`config.mk`:
```
export PLATFORM = sky130hd
export DESIGN_NAME = msg_mailbox
export DESIGN_NICKNAME = d
export VERILOG_FILES = /design/src/rtl/mbx_pkg.sv /design/src/rtl/mbx_fifo.sv /design/src/rtl/mbx_flags.sv /design/src/rtl/msg_mailbox.sv
export SDC_FILE = /design/constraint.sdc
export NUM_CORES = 1
export LEC_CHECK = 0
export BUFFER_PORTS_ARGS = -buffer_cell sky130_fd_sc_hd__buf_2
export CAP_MARGIN = 20
export CELL_PAD_IN_SITES_DETAIL_PLACEMENT = 0
export CELL_PAD_IN_SITES_GLOBAL_PLACEMENT = 1
export CORE_UTILIZATION = 40
export DETAILED_ROUTE_END_ITERATION = 10
export PLACE_DENSITY = 0.72
export SKIP_CTS_REPAIR_TIMING = 1
export SYNTH_ARGS = -nofsm -noshare
export SYNTH_HDL_FRONTEND = slang
export SYNTH_HIERARCHICAL = 1
export SYNTH_SLANG_ARGS = --single-unit
```
`constraint.sdc`:
```
create_clock -name clk -period 3.2 [get_ports clk]
set_input_delay 0.16 -clock clk [delete_from_list [all_inputs] [get_ports clk]]
set_output_delay 0.16 -clock clk [all_outputs]
set_load 0.05 [all_outputs]
```
`src/rtl/mbx_pkg.sv`:
```
package mbx_pkg;
  localparam int REG_W = 32;

  typedef enum logic [1:0] {
    A_DATA = 2'd0,
    A_STAT = 2'd1,
    A_CTRL = 2'd2,
    A_MBOX = 2'd3
  } mbx_addr_e;

  // status bit positions (decoded by host software)
  localparam int ST_ERR = 0;
  localparam int ST_ONE = 16;
  localparam int ST_INF = 17;
  localparam int ST_ONF = 18;
  localparam int ST_INE = 19;
  localparam int ST_MBI = 20;
  localparam int ST_IFI = 21;
  localparam int ST_OFI = 22;

  // control bit positions
  localparam int CT_OEN = 16;
  localparam int CT_IEN = 17;
  localparam int CT_OIE = 24;
  localparam int CT_IIE = 25;

  localparam logic [REG_W-1:0] MBOX_RST = 32'h0000_F0F0;
endpackage

```
`src/rtl/mbx_fifo.sv`:
```
module mbx_fifo #(
  parameter int DW    = 32,
  parameter int DEPTH = 2,
  localparam int AW   = (DEPTH > 1) ? $clog2(DEPTH) : 1,
  localparam int CW   = $clog2(DEPTH + 1)
) (
  input  logic          clk,
  input  logic          rst,
  input  logic          push,
  input  logic [DW-1:0] push_data,
  input  logic          pop,
  output logic [DW-1:0] head,
  output logic [CW-1:0] count,
  output logic          full,
  output logic          empty,
  output logic          push_err,
  output logic          pop_err,
  output logic          drained
);
  logic [DW-1:0] mem [DEPTH];
  logic [AW-1:0] wp, rp;
  logic          do_push, do_pop;

  assign full     = (count == CW'(DEPTH));
  assign empty    = (count == '0);
  assign do_push  = push & ~full;
  assign do_pop   = pop & ~empty;
  assign push_err = push & full;
  assign pop_err  = pop & empty;
  assign drained  = do_pop & ~do_push & (count == CW'(1));
  assign head     = mem[rp];

  // storage without reset so a RAM can be inferred
  always_ff @(posedge clk) begin
    if (do_push) mem[wp] <= push_data;
  end

  always_ff @(posedge clk) begin
    if (rst) begin
      wp    <= '0;
      rp    <= '0;
      count <= '0;
    end else begin
      if (do_push) wp <= (wp == AW'(DEPTH - 1)) ? '0 : wp + 1'b1;
      if (do_pop)  rp <= (rp == AW'(DEPTH - 1)) ? '0 : rp + 1'b1;
      case ({do_push, do_pop})
        2'b10:   count <= count + 1'b1;
        2'b01:   count <= count - 1'b1;
        default: count <= count;
      endcase
    end
  end
endmodule

```
`src/rtl/mbx_flags.sv`:
```
module mbx_flags (
  input  logic clk,
  input  logic rst,
  input  logic err_evt,
  input  logic err_clr,
  input  logic in_drained,
  input  logic in_int_en,
  input  logic ifint_clr,
  input  logic out_ne,
  input  logic out_int_en,
  input  logic mb_set,
  input  logic mb_clr,
  output logic err_q,
  output logic mbint_q,
  output logic ifint_q,
  output logic ofint,
  output logic irq
);
  assign ofint = out_ne & out_int_en;

  always_ff @(posedge clk) begin
    if (rst) begin
      err_q   <= 1'b0;
      mbint_q <= 1'b0;
      ifint_q <= 1'b0;
      irq     <= 1'b0;
    end else begin
      if (err_evt)                     err_q   <= 1'b1;
      else if (err_clr)                err_q   <= 1'b0;
      if (mb_set)                      mbint_q <= 1'b1;
      else if (mb_clr)                 mbint_q <= 1'b0;
      if (in_drained && in_int_en)     ifint_q <= 1'b1;
      else if (ifint_clr)              ifint_q <= 1'b0;
      irq <= mbint_q | ifint_q | ofint;
    end
  end
endmodule

```
`src/rtl/msg_mailbox.sv`:
```
module msg_mailbox
  import mbx_pkg::*;
#(
  parameter int DW    = 32,
  parameter int DEPTH = 2
) (
  input  logic          clk,
  input  logic          rst,
  input  logic [1:0]    host_addr,
  input  logic          host_wr,
  input  logic          host_rd,
  input  logic [31:0]   host_wdata,
  output logic [31:0]   host_rdata,
  output logic          core_in_valid,
  output logic [DW-1:0] core_in_data,
  input  logic          core_in_pop,
  output logic          core_out_full,
  input  logic          core_out_push,
  input  logic [DW-1:0] core_out_data,
  input  logic          core_mbox_wr,
  input  logic [31:0]   core_mbox_wdata,
  output logic          irq
);
  localparam int CW = $clog2(DEPTH + 1);

  logic ctl_oen, ctl_ien, ctl_oie, ctl_iie;
  logic [REG_W-1:0] mbox_q;
  logic [REG_W-1:0] stat_w, ctrl_w;

  logic wr_data, wr_stat, wr_ctrl, wr_mbox, rd_data;
  assign wr_data = host_wr & (host_addr == A_DATA);
  assign wr_stat = host_wr & (host_addr == A_STAT);
  assign wr_ctrl = host_wr & (host_addr == A_CTRL);
  assign wr_mbox = host_wr & (host_addr == A_MBOX);
  assign rd_data = host_rd & (host_addr == A_DATA);

  logic [CW-1:0] in_cnt, out_cnt;
  logic in_full, in_empty, in_perr, in_uerr, in_drained;
  logic out_full, out_empty, out_perr, out_uerr, out_drained;
  logic [DW-1:0] out_head;

  mbx_fifo #(.DW(DW), .DEPTH(DEPTH)) u_in_q (
    .clk(clk), .rst(rst),
    .push(wr_data & ctl_ien), .push_data(host_wdata[DW-1:0]),
    .pop(core_in_pop), .head(core_in_data), .count(in_cnt),
    .full(in_full), .empty(in_empty),
    .push_err(in_perr), .pop_err(in_uerr), .drained(in_drained)
  );

  mbx_fifo #(.DW(DW), .DEPTH(DEPTH)) u_out_q (
    .clk(clk), .rst(rst),
    .push(core_out_push & ctl_oen), .push_data(core_out_data),
    .pop(rd_data), .head(out_head), .count(out_cnt),
    .full(out_full), .empty(out_empty),
    .push_err(out_perr), .pop_err(out_uerr), .drained(out_drained)
  );

  assign core_in_valid = ~in_empty;
  assign core_out_full = out_full;

  logic err_q, mbint_q, ifint_q, ofint;

  mbx_flags u_flags (
    .clk(clk), .rst(rst),
    .err_evt(in_perr | in_uerr | out_perr | out_uerr),
    .err_clr(wr_stat & host_wdata[ST_ERR]),
    .in_drained(in_drained), .in_int_en(ctl_iie),
    .ifint_clr(wr_stat & host_wdata[ST_IFI]),
    .out_ne(~out_empty), .out_int_en(ctl_oie),
    .mb_set(core_mbox_wr),
    .mb_clr(wr_mbox | (wr_stat & host_wdata[ST_MBI])),
    .err_q(err_q), .mbint_q(mbint_q), .ifint_q(ifint_q),
    .ofint(ofint), .irq(irq)
  );

  always_comb begin
    stat_w         = '0;
    stat_w[ST_ERR] = err_q;
    stat_w[ST_ONE] = ~out_empty;
    stat_w[ST_INF] = ~in_full;
    stat_w[ST_ONF] = ~out_full;
    stat_w[ST_INE] = ~in_empty;
    stat_w[ST_MBI] = mbint_q;
    stat_w[ST_IFI] = ifint_q;
    stat_w[ST_OFI] = ofint;
    ctrl_w         = '0;
    ctrl_w[CT_OEN] = ctl_oen;
    ctrl_w[CT_IEN] = ctl_ien;
    ctrl_w[CT_OIE] = ctl_oie;
    ctrl_w[CT_IIE] = ctl_iie;
  end

  always_ff @(posedge clk) begin
    if (rst) begin
      ctl_oen <= 1'b0;
      ctl_ien <= 1'b0;
      ctl_oie <= 1'b0;
      ctl_iie <= 1'b0;
      mbox_q  <= MBOX_RST;
    end else begin
      if (wr_ctrl) begin
        ctl_oen <= host_wdata[CT_OEN];
        ctl_ien <= host_wdata[CT_IEN];
        ctl_oie <= host_wdata[CT_OIE];
        ctl_iie <= host_wdata[CT_IIE];
      end
      if (wr_mbox)           mbox_q <= host_wdata;
      else if (core_mbox_wr) mbox_q <= core_mbox_wdata;
    end
  end

  always_ff @(posedge clk) begin
    if (rst) begin
      host_rdata <= '0;
    end else if (host_rd) begin
      case (host_addr)
        A_DATA:  host_rdata <= out_empty ? '0 : 32'(out_head);
        A_STAT:  host_rdata <= stat_w;
        A_CTRL:  host_rdata <= ctrl_w;
        default: host_rdata <= mbox_q;
      endcase
    end
  end
endmodule

```
# --- Word-level counts from Yosys, hierarchy flattened ---
# Memory sizes are Yosys's and may differ from the RTL's. A register that Yosys moved wholly into a read port is not among the register bits.
# Index checks and enable logic that the tools add are counted.
classes:
  n_addsub: 8
  n_eq_ne: 10
  muxes: 24
  n_bitwise: 32
  n_reduce_logical: 10
op_table:
  columns: ["operator", "count"]
  rows:
  - ["$mux 32", 3]
  - ["$pmux 32 s3", 1]
  - ["$and 1x1->1", 21]
  - ["$mux 1", 18]
  - ["$eq 2x2->1 const B", 6]
  - ["$reduce_bool 2->1", 6]
  - ["$eq 2x1->1 const B", 4]
  - ["$pmux 2 s2", 2]
  - ["$logic_not 2->1", 3]
  - ["$or 1x1->1", 6]
  - ["$not 1->1", 5]
  - ["$add 1x1->1 const B", 4]
  - ["$add 2x1->2 const B", 2]
  - ["$sub 2x1->2 const B", 2]
  - ["$logic_and 1x1->1", 1]
word_totals:
  regBits: 80
  ram_bits: 128
  in_bits: 105
  out_inout_bits: 67
  elab_cells: 102
  n_memories: 2
memory_table:
  columns: ["name", "depth", "word_bits", "rd", "rd_ports_with_merged_regs", "write_ports", "line", "text"]
  rows:
  - ["u_in_q.mem", 2, 32, 1, 1, 1, "mbx_fifo.sv:20", "logic [DW-1:0] mem [DEPTH];"]
  - ["u_out_q.mem", 2, 32, 1, 1, 1, "mbx_fifo.sv:20", null]

# --- Depth between registers and ports, before layout ---
# Gate-level depths: netlist of run 1.
logic_depth:
  word_depth: 9
  ltp_mapped: 8
  depth_no_buf: 7

# --- Modules after synthesis ---
# The synthesis of run 1 kept the hierarchy.
by_module_without_submodules:
  columns: ["mod", "n_inst", "cells_per_inst", "area_each_um2", "seq_area_each_um2"]
  rows:
  - ["mbx_fifo", 2, 129, 2728.9, 2021.9]
  - ["msg_mailbox", 1, 375, 3233.1, 1361.3]
  - ["mbx_flags", 1, 16, 143.9, 80.1]

# --- Worst setup path before layout of run 1 ---
# No wires, ideal clock.
synth_timing:
  kind: "reg-to-reg"
  from: "register u_out_q.count[0]"
  to: "memory u_out_q.mem[0][0], enable pin"
  setup_ns: 0.421
  t_arrival_ns: 2.467
  required_time_ns: 2.779
  slack_ns: 0.312
  path_stages_with_launch: 5
  n_path_buf: 0
  synth_period_minus_slack_ns: 2.888
  cell_sequence: "dfxtp_1 inv_1 ha_1 nand2b_1 nor2_1"
synth_via:
  elab_chain_len: 5
synth_lines:
  columns: ["element", "line", "text"]
  rows:
  - ["from (decl)", "mbx_fifo.sv:13", "output logic [CW-1:0] count,"]
  - ["from (signal assigned)", "mbx_fifo.sv:47", "2'b10: count <= count + 1'b1;"]
  - ["from (signal assigned)", "mbx_fifo.sv:48", "2'b01: count <= count - 1'b1;"]
  - ["from (signal assigned)", "mbx_fifo.sv:49", "default: count <= count;"]
  - ["$eq 2x2->1", "mbx_fifo.sv:24", "assign full = (count == CW'(DEPTH));"]
  - ["net core_out_full", "msg_mailbox.sv:17", "output logic core_out_full,"]
  - ["$not 1->1", "mbx_fifo.sv:26", "assign do_push = push & ~full;"]
  - ["$and 1x1->1", "mbx_fifo.sv:26", null]
  - ["$mux 1", "mbx_fifo.sv:35", "if (do_push) mem[wp] <= push_data;"]
  - ["$mux 1 (not written as such)", "mbx_fifo.sv:35", null]
  - ["to (decl)", "mbx_fifo.sv:20", null]
# The timed path passes the listed nets, and every way through them passes these cells.

==> results.py, run 1 <==
metrics = {
    "final_layout": {
        "area_growth_pct": 27.8,
        "final_cells": 1169,
        "diodes": 0,
        "fin_nets": 990,
        "drive_above_1_share": 0.330,
    },
    "power_and_ir_drop": {
        "seq_power_share": 0.464,
        "p_sw_frac": 0.249,
        "p_per_area_nw_per_um2": 581,
        "peakVddDrop_mv": 0.444,
        "comb_power_share": 0.133,
        "switchingPower_w": 0.00163,
        "p_leak_nw": 4.44,
        "p_int_w": 0.00492,
        "pwr-share-clk": 0.403,
    },
    "worst_setup_path": {
        "end_kind": "output port",
        "cp_max_fo": 32,
        "required_ps": 3040,
        "arrival_ps": 2160,
        "path_class": "reg2out",
        "rr_worst_depth": 4,
        "critPathLaunchType": "register",
    },
    "timing": {
        "tns_ps": 0,
        "drv_slew": 0,
        "tightest_slew_ps": 1040,
        "setup_viol": 0,
        "fin_crit_sh": 0.724,
        "skew_ps": 7.77,
        "maxSlewHeadroom": 0.306,
        "finalCriticalPeriod_ps": 2320,
        "rsz0062_at_grt": "no",
        "final-hold-violation-count": 0,
        "max_freq_ghz": 0.432,
    },
    "worst_hold_path": {
        "hp-class": "in2reg",
        "hold_depth": 3,
    },
    "yosys": {
        "synth_nets": 759,
        "avgSynthCellArea_um2": 13.6,
        "netlist_area_um2": 8820,
        "syn_inst": 647,
        "ys_warn_count": 6,
    },
    "clocking": {
        "clock-sinks": 210,
        "htreeDepth": 1,
        "cts_buffers": 22,
        "insertion_delay_ps": 490,
        "clockBufferDepth": 3,
        "cts_root_buf": "clkbuf_16",
        "cts_tree": "done",
        "path_clk_slew_ps": 60,
    },
    "grt": {
        "grt_pass1_wl_mm": 29.1,
        "grt_max_degree": 67,
        "antenna_found_initial": 0,
        "first_global_vias": 5303,
        "grt-ovfl-total": 0,
        "track_usage": 0.168,
    },
    "drt": {
        "wl_per_cell_um": 16.8,
        "num_vias": 5674,
        "antenna_left": 0,
        "routed_wirelength_mm": 19.7,
        "drt_iter0_drc": 280,
        "drtPass1Iterations": 4,
        "drt-vias-per-instance": 4.85,
        "drc": 0,
    },
    "place": {
        "place_congestion": 0.780,
        "hpwl_mm": 13.8,
        "dp_cells": 1057,
        "port-buffer-count": 171,
    },
    "die": {
        "core_um2": 21300,
        "die_area_um2": 22600,
        "design.portCount": 172,
        "initial_core_util": 0.414,
        "num_rows": 53,
        "die_h_um": 150,
        "die_w_um": 150,
    },
    "flow_run": {
        "drv_cap": 0,
    },
    "run_status": {
        "status": "finished, final reports clean",
    },
}
==> cells in the final DEF (no fill, tap or decap), types with 3 or more instances in the layout <==
cell type	instances
mux2_2	6
clkbuf_16	23
a311oi_2	4
a21oi_1	6
a31oi_1	8
inv_1	10
xor2_1	4
buf_4	9
edfxtp_1	128
nor3b_1	4
nand2_1	52
o21bai_1	8
dlygate4sd3_1	72
dfxtp_1	80
ha_1	7
clkbuf_1	3
mux2i_1	33
nand2b_1	5
o22ai_1	7
nor2b_1	19
bufinv_16	3
clkinvlp_4	3
and2_1	6
xnor2_1	4
mux2_4	60
a311oi_1	20
buf_2	171
nor2_1	76
a211oi_1	35
==> stage by stage <==
| step | hold slack [ps] | area, µm² | setup WS [ps] | power (W) | utilization |
|---|---|---|---|---|---|
| final | 17.9 | 11300 | 884 | 0.00655 | 0.529 |
| after global routing | 16.4 | 11300 | 786 | 0.00680 | 0.529 |
| after CTS | -167 | 10500 | 819 | 0.00656 | 0.495 |
| after detailed placement | 354 | 9770 | 1050 | 0.00390 | 0.459 |
| after global placement | 350 | 9770 | 1140 | 0.00388 | 0.459 |
| after floorplan | 229 | 8820 | 342 | 0.00370 | - |
==> metal layers <==
metal  routed length (µm)  track usage  share of wire
met1                 9420        0.249           0.48
met2                 8840        0.254           0.45
met3                 1060       0.0252          0.054
met4                  359       0.0480          0.018
met5                    0            0              0
==> power groups by stage <==
stage	Clock [W]	Sequential (W)	Combinational (W)
floorplan	0	0.00311	0.000586
global placement	0	0.00309	0.000790
detailed placement	0	0.00310	0.000804
CTS	0.00271	0.00304	0.000808
global route	0.00282	0.00305	0.000930
finish	0.00264	0.00304	0.000870
==> sequential cells by signal, summed over array words and instances (netlist names), named ones only <==
signal,count
u_in_q/mem,64
u_out_q/mem,64
host_rdata,32
mbox_q,32
u_in_q/count,2
u_out_q/count,2
ctl_ien,1
ctl_iie,1
ctl_oen,1
ctl_oie,1
u_flags/err_q,1
u_flags/ifint_q,1
u_flags/irq,1
u_flags/mbint_q,1
u_in_q/rp,1
u_in_q/wp,1
u_out_q/rp,1
u_out_q/wp,1
==> critical path, stage by stage, from the launching register on <==
cell and delay [ps]:
dfxtp_2 1010, mux2_2 420, buf_2 210
==> path summary, 6_finish.rpt <==
kind / startpoint / to / slack, ps
hold / removal: core_mbox_wdata[19] / mbox_q[19] / 20
hold reg to reg: host_rdata[13] / host_rdata[13] / 480
setup / recovery: register / core_in_data[4] / 880
setup reg to reg: u_in_q/count[0] / u_in_q/mem[1][4] / 1080
==> layout make-up <==
type                            count  area [µm²]
Clock buffer                       28         614
Fill cell                        1813       10000
Multi-Input combinational cell    382        2980
Inverter                           10        37.5
Clock inverter                     12         160
Sequential cell                   210        5490
Timing Repair Buffer              252        1640
Tap cell                          275         344
Power figures use the tool's default switching activity.
==> run 2, diff against run 1 <==
--- a/config.mk
+++ b/config.mk
@@ -11,7 +11,7 @@
 export CELL_PAD_IN_SITES_GLOBAL_PLACEMENT = 1
 export CORE_UTILIZATION = 40
 export DETAILED_ROUTE_END_ITERATION = 10
-export PLACE_DENSITY = 0.72
+export PLACE_DENSITY = 0.75
 export SKIP_CTS_REPAIR_TIMING = 1
 export SYNTH_ARGS = -nofsm -noshare
 export SYNTH_HDL_FRONTEND = slang
==> constraint.sdc (replaced) <==
create_clock -name clk -period 1.9 [get_ports clk]
set_input_delay 0.095 -clock clk [delete_from_list [all_inputs] [get_ports clk]]
set_output_delay 0.095 -clock clk [all_outputs]
set_load 0.05 [all_outputs]
==> results.py, run 2 (synthesis results as in run 1) <==
metrics = {
    "timing": {
        "rsz0062_at_grt": "no",
        "tns_ps": 0,
        "tightest_slew_ps": 661,
        "skew_ps": 7.81,
        "maxSlewHeadroom": 0.560,
        "setup_ws_ps": 134,
        "finalCriticalPeriod_ps": 1770,
        "max_freq_ghz": 0.566,
        "drv_slew": 0,
        "setup_viol": 0,
        "whs_ps": -25.0,
        "fin_crit_sh": 0.929,
        "final-hold-violation-count": 5,
    },
    "run_status": {
        "violations": "hold timing",
        "status": "complete, but fails checks",
    },
    "place": {
        "port-buffer-count": 171,
        "dp_worst_setup_slack_ps": 208,
        "place_congestion": 0.740,
        "hpwl_mm": 13.6,
    },
    "grt": {
        "grt_pass1_wl_mm": 29.5,
        "grt_max_degree": 67,
        "grt-ovfl-total": 0,
        "antenna_found_initial": 0,
        "first_global_vias": 5189,
        "track_usage": 0.171,
    },
    "drt": {
        "routed_wirelength_mm": 20.3,
        "drc": 0,
        "drtPass1Iterations": 4,
        "drt-vias-per-instance": 4.85,
        "antenna_left": 0,
        "drt_iter0_drc": 229,
        "num_vias": 5815,
        "wl_per_cell_um": 16.9,
    },
    "power_and_ir_drop": {
        "peakVddDrop_mv": 0.635,
        "p_per_area_nw_per_um2": 935,
        "p_leak_nw": 4.58,
        "power_w": 0.0109,
    },
    "worst_setup_path": {
        "rr_worst_depth": 7,
        "path_cells": "buf_12 -> mux2_2 -> buf_2",
        "cp_max_fo": 32,
        "path_class": "reg2out",
        "critPathLaunchType": "register",
        "required_ps": 1800,
        "cpPeakStageDelay_ps": 370,
        "arrival_ps": 1670,
        "end_kind": "output port",
        "slowest_stage": "mux2_2",
    },
    "clocking": {
        "cts_buffers": 22,
        "htreeDepth": 1,
        "cts_root_buf": "clkbuf_16",
        "cts_tree": "done",
        "clockBufferDepth": 3,
        "insertion_delay_ps": 490,
        "clock-sinks": 210,
        "path_clk_slew_ps": 60,
    },
    "die": {
        "die_h_um": 150,
        "core_um2": 21300,
        "die_area_um2": 22600,
        "initial_core_util": 0.414,
        "die_w_um": 150,
        "num_rows": 53,
        "design.portCount": 172,
    },
    "final_layout": {
        "final_common_cell": "buf_2",
        "fin_nets": 1021,
        "largest_registers": "u_in_q/mem x64, u_out_q/mem x64",
        "nFillCells": 1758,
        "area_growth_pct": 31.9,
        "drive_above_1_share": 0.329,
        "layout_common_cells": "buf_2, edfxtp_1, dlygate4sd3_1, dfxtp_1, nor2_1",
        "diodes": 0,
    },
    "flow_run": {
        "drv_cap": 0,
    },
    "worst_hold_path": {
        "hp-class": "in2reg",
        "hold_depth": 3,
    },
}
-- run 2: per-stage QoR --
stage | utilization | instance area [µm²] | std cells
after CTS | 0.503 | 10700 | 1108
final | 0.546 | 11600 | 1200
after detailed placement | 0.469 | 9980 | 1068
after global routing | 0.546 | 11600 | 1200
after floorplan | - | 8840 | 647
after global placement | 0.469 | 9980 | 1068
-- run 2: cell type report --
class,instances,area [µm²],area share
Clock buffer,34,662,0.0569
Clock inverter,6,62.6,0.00538
Inverter,10,37.5,0.00323
Multi-Input combinational cell,382,2990,0.258
Sequential cell,210,5490,0.472
Tap cell,275,344,0.0296
Timing Repair Buffer,283,2040,0.175
-- run 2: power by group --
part / total [W] / switching [W] / internal [W]
sequential: 0.00505 / 0.0000853 / 0.00496
clock: 0.00423 / 0.00169 / 0.00254
combinational: 0.00159 / 0.000940 / 0.000650
total: 0.0109 / 0.00271 / 0.00815
-- run 2: path summary, 6_finish.rpt --
kind                                           from  slack [ps]              end
worst max-delay path                       register         130  core_in_data[3]
worst min-delay path            core_mbox_wdata[30]         -30       mbox_q[30]
worst max register to register      u_in_q/count[0]         190  u_in_q/count[1]
worst min register to register        host_rdata[1]         480    host_rdata[1]
-- run 2: critical path, delay by kind of cell, from the launching register on --
family                 cells  cell delay [ps]
DFF                        1              340
buffers and inverters      2              450
muxes                      1              370
-- run 2: layer usage --
metal,track usage,vias to the layer above,part of all wire
met5,0,-,0
met4,0.0460,0,0.019
met3,0.0242,26,0.038
met2,0.263,143,0.46
met1,0.252,2757,0.48
li1,-,2889,-
